`src/rtl/cfgport_pkg.sv`:
```
`timescale 1ns/1ps
package cfgport_pkg;
  localparam int ADDR_W   = 7;
  localparam int CTRL_IDX = 0;
  localparam int GAIN_A   = 4;
  localparam int GAIN_B   = 7;

  typedef logic [ADDR_W-1:0] addr_t;
  typedef enum logic {PH_INSTR = 1'b0, PH_DATA = 1'b1} phase_t;

  // next shift-register value for one sampled bit
  function automatic logic [7:0] shift_in(input logic [7:0] sr, input logic d,
                                          input logic lsb_first);
    return lsb_first ? {d, sr[7:1]} : {sr[6:0], d};
  endfunction

  // byte address after a completed data byte
  function automatic addr_t step_addr(input addr_t a, input logic lsb_first);
    return lsb_first ? addr_t'(a + 1'b1) : addr_t'(a - 1'b1);
  endfunction

  // bit launched as the n-th bit of a byte
  function automatic logic out_bit(input logic [7:0] b, input logic [2:0] n,
                                   input logic lsb_first);
    return lsb_first ? b[n] : b[3'd7 - n];
  endfunction

  // which bits of register idx a write may change
  function automatic logic [7:0] write_mask(input int idx, input int ro_idx);
    if (idx == ro_idx) return 8'h00;
    if (idx == CTRL_IDX) return 8'h01;
    if (idx == GAIN_A || idx == GAIN_B) return 8'hBF;
    return 8'hFF;
  endfunction
endpackage

```
`src/rtl/cfgport_sync.sv`:
```
`timescale 1ns/1ps
module cfgport_sync #(
  parameter int unsigned WIDTH   = 1,
  parameter int unsigned STAGES  = 2,
  parameter logic [WIDTH-1:0] RST_VAL = '0
) (
  input  logic             clk,
  input  logic             rst_n,
  input  logic [WIDTH-1:0] d,
  output logic [WIDTH-1:0] q
);
  logic [WIDTH-1:0] pipe [STAGES];

  always_ff @(posedge clk or negedge rst_n) begin
    if (!rst_n) begin
      for (int s = 0; s < int'(STAGES); s++) pipe[s] <= RST_VAL;
    end else begin
      pipe[0] <= d;
      for (int s = 1; s < int'(STAGES); s++) pipe[s] <= pipe[s-1];
    end
  end

  assign q = pipe[STAGES-1];
endmodule

```
`src/rtl/cfgport_frame.sv`:
```
`timescale 1ns/1ps
module cfgport_frame import cfgport_pkg::*; (
  input  logic       clk,
  input  logic       rst_n,
  input  logic       cs_act,
  input  logic       sclk_s,
  input  logic       sdi_s,
  input  logic       ctrl_lsb,
  input  logic [7:0] rd_data,
  output addr_t      acc_addr,
  output logic       wr_en,
  output logic [7:0] wr_data,
  output logic       sdo,
  output logic       sdo_en,
  output logic       rise_ev,
  output logic       fall_ev,
  output logic       in_data,
  output logic       rd_cycle,
  output logic       lsb_mode
);
  logic       sclk_q;
  phase_t     phase_q;
  logic       rw_q, mode_q, dout_q;
  addr_t      addr_q;
  logic [2:0] bcnt_q;
  logic [7:0] sr_q, tx_q;
  logic [7:0] sr_next, tx_src;
  logic       byte_end;

  assign rise_ev  = cs_act &  sclk_s & ~sclk_q;
  assign fall_ev  = cs_act & ~sclk_s &  sclk_q;
  assign sr_next  = shift_in(sr_q, sdi_s, mode_q);
  assign byte_end = rise_ev && (bcnt_q == 3'd7);
  assign in_data  = (phase_q == PH_DATA);
  assign wr_en    = byte_end && in_data && !rw_q;
  assign wr_data  = sr_next;
  assign acc_addr = addr_q;
  // a new read byte is fetched at the first falling edge of each byte slot
  assign tx_src   = (bcnt_q == 3'd0) ? rd_data : tx_q;
  assign sdo      = dout_q;
  assign sdo_en   = cs_act && in_data && rw_q;
  assign rd_cycle = rw_q;
  assign lsb_mode = mode_q;

  always_ff @(posedge clk or negedge rst_n) begin
    if (!rst_n) sclk_q <= 1'b0;
    else        sclk_q <= sclk_s;
  end

  always_ff @(posedge clk or negedge rst_n) begin
    if (!rst_n) begin
      phase_q <= PH_INSTR;
      rw_q    <= 1'b0;
      mode_q  <= 1'b0;
      addr_q  <= '0;
      bcnt_q  <= '0;
      sr_q    <= '0;
      tx_q    <= '0;
      dout_q  <= 1'b0;
    end else if (!cs_act) begin
      phase_q <= PH_INSTR;
      bcnt_q  <= '0;
      mode_q  <= ctrl_lsb;
    end else begin
      if (rise_ev) begin
        sr_q   <= sr_next;
        bcnt_q <= bcnt_q + 3'd1;
        if (byte_end) begin
          if (phase_q == PH_INSTR) begin
            rw_q    <= sr_next[7];
            addr_q  <= sr_next[6:0];
            phase_q <= PH_DATA;
          end else begin
            addr_q <= step_addr(addr_q, mode_q);
          end
        end
      end
      if (fall_ev && in_data && rw_q) begin
        tx_q   <= tx_src;
        dout_q <= out_bit(tx_src, bcnt_q, mode_q);
      end
    end
  end
endmodule

```
`src/rtl/cfgport_regbank.sv`:
```
`timescale 1ns/1ps
module cfgport_regbank import cfgport_pkg::*; #(
  parameter int         NUM_REGS = 32,
  parameter logic [7:0] VERSION  = 8'h5A
) (
  input  logic                  clk,
  input  logic                  rst_n,
  input  logic                  wr_en,
  input  addr_t                 wr_addr,
  input  logic [7:0]            wr_data,
  input  addr_t                 rd_addr,
  output logic [7:0]            rd_data,
  output logic [NUM_REGS*8-1:0] regs_flat,
  output logic                  ctrl_lsb
);
  localparam int RO_IDX = NUM_REGS - 1;
  localparam int IDX_W  = $clog2(NUM_REGS);

  for (genvar i = 0; i < NUM_REGS; i++) begin : g_reg
    localparam logic [7:0] MASK = write_mask(i, RO_IDX);
    logic [7:0] q;
    if (i == RO_IDX) begin : g_ro
      assign q = VERSION;
    end else begin : g_rw
      always_ff @(posedge clk or negedge rst_n) begin
        if (!rst_n) q <= '0;
        else if (wr_en && wr_addr == addr_t'(i)) q <= (q & ~MASK) | (wr_data & MASK);
      end
    end
    assign regs_flat[i*8 +: 8] = q;
  end

  always_comb begin
    rd_data = '0;
    if (int'(rd_addr) < NUM_REGS) rd_data = regs_flat[int'(rd_addr[IDX_W-1:0])*8 +: 8];
  end

  assign ctrl_lsb = regs_flat[CTRL_IDX*8];
endmodule

```
`src/rtl/serial_cfg_port.sv`:
```
`timescale 1ns/1ps
module serial_cfg_port import cfgport_pkg::*; #(
  parameter int         NUM_REGS    = 32,
  parameter logic [7:0] VERSION     = 8'h5A,
  parameter int         SYNC_STAGES = 2
) (
  input  logic                  clk,
  input  logic                  rst_n,
  input  logic                  cs_n,
  input  logic                  sclk,
  input  logic                  sdio_i,
  output logic                  sdio_o,
  output logic                  sdio_oe,
  output logic [NUM_REGS*8-1:0] regs_o
);
  logic       cs_n_s, sclk_s, sdi_s, cs_act;
  logic       ctrl_lsb, wr_en;
  logic [7:0] wr_data, rd_data;
  addr_t      acc_addr;
  logic       rise_ev, fall_ev, in_data, rd_cycle, lsb_mode;

  cfgport_sync #(.WIDTH(3), .STAGES(SYNC_STAGES), .RST_VAL(3'b100)) u_sync (
    .clk(clk), .rst_n(rst_n),
    .d({cs_n, sclk, sdio_i}),
    .q({cs_n_s, sclk_s, sdi_s})
  );

  assign cs_act = ~cs_n_s;

  cfgport_frame u_frame (
    .clk(clk), .rst_n(rst_n), .cs_act(cs_act), .sclk_s(sclk_s), .sdi_s(sdi_s),
    .ctrl_lsb(ctrl_lsb), .rd_data(rd_data), .acc_addr(acc_addr),
    .wr_en(wr_en), .wr_data(wr_data), .sdo(sdio_o), .sdo_en(sdio_oe),
    .rise_ev(rise_ev), .fall_ev(fall_ev), .in_data(in_data),
    .rd_cycle(rd_cycle), .lsb_mode(lsb_mode)
  );

  cfgport_regbank #(.NUM_REGS(NUM_REGS), .VERSION(VERSION)) u_bank (
    .clk(clk), .rst_n(rst_n), .wr_en(wr_en), .wr_addr(acc_addr),
    .wr_data(wr_data), .rd_addr(acc_addr), .rd_data(rd_data),
    .regs_flat(regs_o), .ctrl_lsb(ctrl_lsb)
  );
endmodule

```
`config.mk`:
```
export PLATFORM = sky130hd
export DESIGN_NAME = serial_cfg_port
export DESIGN_NICKNAME = d
export VERILOG_FILES = /design/src/rtl/cfgport_pkg.sv /design/src/rtl/cfgport_sync.sv /design/src/rtl/cfgport_frame.sv /design/src/rtl/cfgport_regbank.sv /design/src/rtl/serial_cfg_port.sv
export SDC_FILE = /design/constraint.sdc
export NUM_CORES = 1
export LEC_CHECK = 0
export BUFFER_PORTS_ARGS = -buffer_cell sky130_fd_sc_hd__buf_2
export CAP_MARGIN = 15
export CORE_UTILIZATION = 45
export DETAILED_ROUTE_END_ITERATION = 6
export PLACE_DENSITY_LB_ADDON = 0.2
export SETUP_SLACK_MARGIN = 0.2
export SLEW_MARGIN = 20
export SYNTH_ARGS = -nofsm -noshare
export SYNTH_HDL_FRONTEND = slang
export SYNTH_SLANG_ARGS = --single-unit
```
`constraint.sdc`:
```
create_clock -name clk -period 5.1 [get_ports clk]
set_input_delay 1.02 -clock clk [delete_from_list [all_inputs] [get_ports clk]]
set_output_delay 1.02 -clock clk [all_outputs]
set_load 0.01 [all_outputs]
```
==> flow_summary.ini, run 1 <==
[sta]
fmax_mhz = 280
skew_ns = 0.0130
drv_slew = 0
hold_viol = 0
finalCritPeriodShare = 0.700
finalSetupTns_ns = 0
rsz0062_at_grt = no
worst_slew_pin_slew_ns = 1.09
finalCriticalPeriod_ns = 3.57
relSlewSlack = 0.270
setup_viol = 0

[setup_path]
start_kind = flop
reg2reg_from = u_frame.acc_addr[2]$_DFFE_PN0P_
cp_data_arrival_time_ns = 4.02
crit_type = flop to flop
end_kind = flop
worstPathMaxFanout = 21
critPathRequiredTime_ns = 5.55
startpoint = u_frame.acc_addr[2]$_DFFE_PN0P_

[drt]
viasPerCell = 5.72
initialDrtViolationCount = 1229
routedWlPerCell_um = 22.3
drt_wl_total_um = 41700
first_pass_iters = 5
drc = 0
drtAntennaViolNets = 0
vias = 10700

[power]
max-vdd-ir-drop_uv = 225
powerDensity_mw_per_mm2 = 320
p_leak_nw = 7.62

[global_route]
grt_pass1_wl_um = 63200
overflow = 0
grt_max_degree = 123
grt_pass1_vias = 10000
antenna_found_initial = 0
grt_use_total = 0.286

[final_layout]
regArea_sq_mm = 0.00692
diodes = 0
drive_gt1_frac = 0.255
nFillCells = 2514
multiInputGateArea_sq_mm = 0.00548
nNetsFinal = 1480
final_cell_count_no_fill = 1867
syn_to_final_growth_pct = 19.4

[clock_network]
cts_hold_buffers = 0
cts_tree = yes
cts_buffers = 30
clockBufferDepth = 3
path_clk_slew_ns = 0.07
cts.sinks = 276
htree_num_levels = 1
cts_resized = 0
postCtsSetupBuffers = 0
clk_latency_ns = 0.55
root_buffer = clkbuf_16

[logic_synthesis]
ys_async_sr_fraction = 1.00
ys_seq_area_frac = 0.534
syn_inst = 1272
synth.avg_cell_area_sq_um = 10.2
yosysWarnings = 0
synthDistinctLibCells = 69
synth_area_sq_mm = 0.0129
synth_ff_type = dfrtp_1
synth_edf_count = 0
synth_seq_cells = 276

[floorplanning]
coreArea_sq_mm = 0.0280
pin_count = 263
die_y_um = 172
die_w_um = 172
rows = 61
start_util = 0.462
dieArea_sq_mm = 0.0294

[worst_hold_path]
holdCritStartpoint = u_sync.pipe[4]$_DFF_PN0_
hold_path_class = flop to flop

[placed_design]
place_inst = 1812
io_buffers = 245
place.gp.congestion = 1.02
post-dp-hpwl_um = 28800

[flow_run]
maxCapViolations = 0

[run_status]
outcome = complete, no violations
==> power breakdown <==
| group | total (mW) | internal, mW | switching, mW |
|---|---|---|---|
| registers | 2.24 | 2.21 | 0.0317 |
| logic | 0.336 | 0.0739 | 0.262 |
| clock network | 2.37 | 1.48 | 0.888 |
==> synthesized netlist by cell type, types with 12 or more instances <==
cell      count  share of area
mux4_2       22          0.038
mux2i_1      30          0.023
nand3_1      28          0.011
a21oi_1     152          0.059
dfrtp_1     274           0.53
mux4_1       16          0.032
buf_2        26          0.010
mux2_2       15          0.013
nor3_1       12         0.0046
o21ai_0     135          0.052
clkbuf_1     54          0.016
nor2_1      154          0.045
nand2_1     184          0.053
buf_4        24          0.014
==> final timing paths <==
kind                            cells past startpoint                                end  slack [ns]
min in group asynchronous                           1  u_bank.g_reg[22].q[2]$_DFFE_PN0P_        0.57
worst min-delay path                                0              u_sync.q[1]$_DFF_PN0_        0.35
max in group asynchronous                           2        u_frame.tx_q[6]$_DFFE_PN0P_        3.55
worst max-delay path                                9            u_frame.sdo$_DFFE_PN0P_        1.53
worst max register to register                      9            u_frame.sdo$_DFFE_PN0P_        1.53
worst min register to register                      0              u_sync.q[1]$_DFF_PN0_        0.35
==> layout by cell type (no fill, tap or decap), drive strengths merged, types with 5 or more instances in the layout <==
master,synthesis,final
dfrtp,274,274
buf,62,264
nand2,184,184
nor2,155,155
a21oi,152,152
o21ai,135,135
clkbuf,54,42
mux4,38,38
mux2i,30,30
nand3,28,28
conb,2,17
nor3,16,16
mux2,15,15
inv,10,10
a221oi,10,10
ha,8,8
nor2b,8,8
clkinv,1,8
nand2b,5,5
or3,5,5
o221ai,5,5
a22oi,5,5
bufinv,0,5
a2111oi,5,5
o211ai,5,5
==> layer usage <==
| layer | vias up | global-route usage | part of all wire |
|---|---|---|---|
| li1 | 4857 | - | - |
| met5 | - | 0 | 0 |
| met4 | 0 | 0.0780 | 0.026 |
| met3 | 68 | 0.0541 | 0.088 |
| met2 | 488 | 0.429 | 0.45 |
| met1 | 5268 | 0.423 | 0.44 |
==> area by class of cell <==
type                    count  area share
clock buffers              42      0.0587
clock inverters            12      0.0120
inverters                  11     0.00267
multi-input cells         884       0.355
flip-flops and latches    276       0.448
well taps                 378      0.0306
repair buffers            264      0.0932
==> state kept, by name, summed over array words and instances (netlist names) <==
signal            cells
u_frame.sr_q          8
u_frame.bcnt_q        3
u_frame.sclk_q        1
u_frame.lsb_mode      1
u_frame.sdo           1
u_frame.tx_q          8
u_frame.in_data       1
u_sync.q              3
u_frame.acc_addr      7
u_frame.rd_cycle      1
u_sync.pipe           3
u_bank.g.q          239
==> metrics by stage <==
stage,hold slack (ns),setup WS [ns],instance area [sq um],utilization,power (mW)
4_1_cts,0.353,1.71,15400,0.550,4.96
5_1_grt,0.364,1.50,15400,0.551,5.09
3_3_place_gp,0.339,1.68,14300,0.510,2.59
6_report,0.352,1.53,15400,0.551,4.95
2_1_floorplan,0.331,2.61,13000,-,2.42
3_5_place_dp,0.338,1.74,14300,0.511,2.60
==> cell families (layout without fill, tap and decap cells) <==
group | after synthesis | after routing | share of synthesized area
xor gates and xnor gates | 2 | 2 | 0.00135
muxes | 83 | 83 | 0.107
AOI/OAI and AO/OA | 351 | 351 | 0.154
other | 2 | 17 | 0.000580
buffers and inverters | 127 | 329 | 0.0546
and+or+nand+nor | 423 | 423 | 0.140
adders and majority gates | 8 | 8 | 0.00774
DFF | 276 | 276 | 0.534
==> worst max-delay path: stages (launching register included) <==
cell,delay (ns)
dfrtp_1,0.74
buf_4,0.40
and2_1,0.61
o221ai_1,0.30
and4_1,0.29
a211oi_1,0.40
a21oi_1,0.14
a211o_1,0.31
o2111a_1,0.22
o311ai_1,0.06
Power figures use the tool's default switching activity.
==> run 2, diff against run 1 <==
Clock period 5.1 ns to 3.3 ns, I/O delays scaled along.
==> flow_summary.ini, run 2 (synthesis gave the netlist of run 1 again) <==
[run_status]
outcome = complete, no violations

[sta]
setup_viol = 0
worst_slew_pin_slew_ns = 0.933
rsz0062_at_grt = yes
finalCriticalPeriod_ns = 2.89
fin_hold_ws_ns = 0.0506
hold_viol = 0
finalSetupTns_ns = 0
relSlewSlack = 0.365
fmax_mhz = 345
finalCritPeriodShare = 0.877
drv_slew = 0
skew_ns = 0.0205

[drt]
vias = 11000
viasPerCell = 5.72
drt_wl_total_um = 43600
routedWlPerCell_um = 22.7
first_pass_iters = 5
initialDrtViolationCount = 1049
drc = 0
drtAntennaViolNets = 0

[setup_path]
critPathRequiredTime_ns = 3.73
worstPathMaxFanout = 11
start_kind = flop
startpoint = u_frame.bcnt_q[0]$_DFFE_PN0P_
crit_end = u_frame.sdo$_DFFE_PN0P_
reg2reg_to = u_frame.sdo$_DFFE_PN0P_
rr_worst_depth = 10
cp_data_arrival_time_ns = 3.33
reg2reg_from = u_frame.bcnt_q[0]$_DFFE_PN0P_
ff2ff_setup_slack_ns = 0.41
end_kind = flop
crit_type = flop to flop

[power]
p_leak_nw = 7.88
max-vdd-ir-drop_uv = 340
powerDensity_mw_per_mm2 = 480

[clock_network]
cts_hold_buffers = 0
path_clk_slew_ns = 0.07
root_buffer = clkbuf_16
cts_buffers = 30
htree_num_levels = 1
cts.sinks = 276
clockBufferDepth = 3
clk_latency_ns = 0.56
cts_tree = yes

[final_layout]
final_cell_area_sq_mm = 0.0159
drive_gt1_frac = 0.280
syn_to_final_growth_pct = 22.6
largestRegisters = u_bank.g.q x239, u_frame.sr_q x8, u_frame.tx_q x8
final_core_util = 0.566
layout_common_cells = dfrtp_1, buf_2, nand2_1, nor2_1, a21oi_1
largest_register = u_bank.g.q
layout_commonest_cell = dfrtp_1
nNetsFinal = 1535
diodes = 0
largest_reg_flops = 239

[placed_design]
io_buffers = 245
place.gp.congestion = 0.931
post-dp-hpwl_um = 30700
post_dp_cell_area_sq_mm = 0.0148

[global_route]
grt_use_total = 0.297
overflow = 0
antenna_found_initial = 0
grt_pass1_vias = 10500
grt_pass1_wl_um = 64900
grt_max_degree = 72

[floorplanning]
start_util = 0.462
pin_count = 263
die_y_um = 172
coreArea_sq_mm = 0.0280
dieArea_sq_mm = 0.0294
die_w_um = 172
rows = 61

[worst_hold_path]
hold_path_class = input port to asynchronous set/reset pin

[flow_run]
maxCapViolations = 0
[run 2: changes by cell type in the layout (fill, tap and decap cells not counted), sizes merged]
cell and delta:
bufinv -1, buf +55, clkinv -1, clkbuf +1, clkinvlp +1
[run 2: critical path: stages, from the launching register on]
cell	delay [ns]
dfrtp_1	0.38
inv_1	0.20
ha_1	0.23
nand2b_1	0.27
buf_4	0.30
a2111oi_1	0.51
o311ai_0	0.29
o211ai_1	0.25
o21ai_0	0.12
a21oi_1	0.13
o311ai_1	0.09
[run 2: power breakdown]
group          internal [mW]  total, mW  switching (mW)
clock                   2.20       3.60            1.40
sequential              3.41       3.46          0.0438
combinational          0.136      0.566           0.430
[run 2: metal layers]
layer	GRT usage	routed length (um)
met5	0	0
met2	0.434	19700
met4	0.0854	1170
met1	0.453	19500
met3	0.0479	3240
[run 2: stage by stage]
stage	setup slack, ns	power (mW)	std cells
final	0.405	7.62	1922
after global routing	0.167	7.82	1922
after CTS	0.253	7.65	1921
after detailed placement	0.229	4.08	1867
after global placement	0.120	4.07	1867
after floorplan	0.810	3.74	1287
[run 2: timing repair]
item | in CTS | in global routing
gates resized for setup | 1 | 3
endpoints found under the setup margin | 1 | 2
setup buffers | 0 | 1
[run 2: worst min-delay path by stage]
stage	from	endpoint	slack [ns]	depth (start not counted)
3_5_place_dp	u_sync.pipe[3]$_DFF_PN0_	u_sync.q[0]$_DFF_PN0_	0.34	0
4_1_cts	rst_n	u_bank.g_reg[21].q[3]$_DFFE_PN0P_	0.06	1
5_1_grt	rst_n	u_bank.g_reg[21].q[3]$_DFFE_PN0P_	0.08	1
6_report	rst_n	u_bank.g_reg[21].q[3]$_DFFE_PN0P_	0.05	1
3_3_place_gp	u_sync.pipe[3]$_DFF_PN0_	u_sync.q[0]$_DFF_PN0_	0.34	0
2_1_floorplan	u_sync.pipe[3]$_DFF_PN0_	u_sync.q[0]$_DFF_PN0_	0.33	0
[run 2: layout make-up]
cell class	count	area, sq um
fill	2480	12100
tap	378	473
multi-input combinational	884	5490
timing repair buffer	319	1880
clock inverter	11	161
sequential	276	6920
clock buffer	43	901
inverter	11	41.3
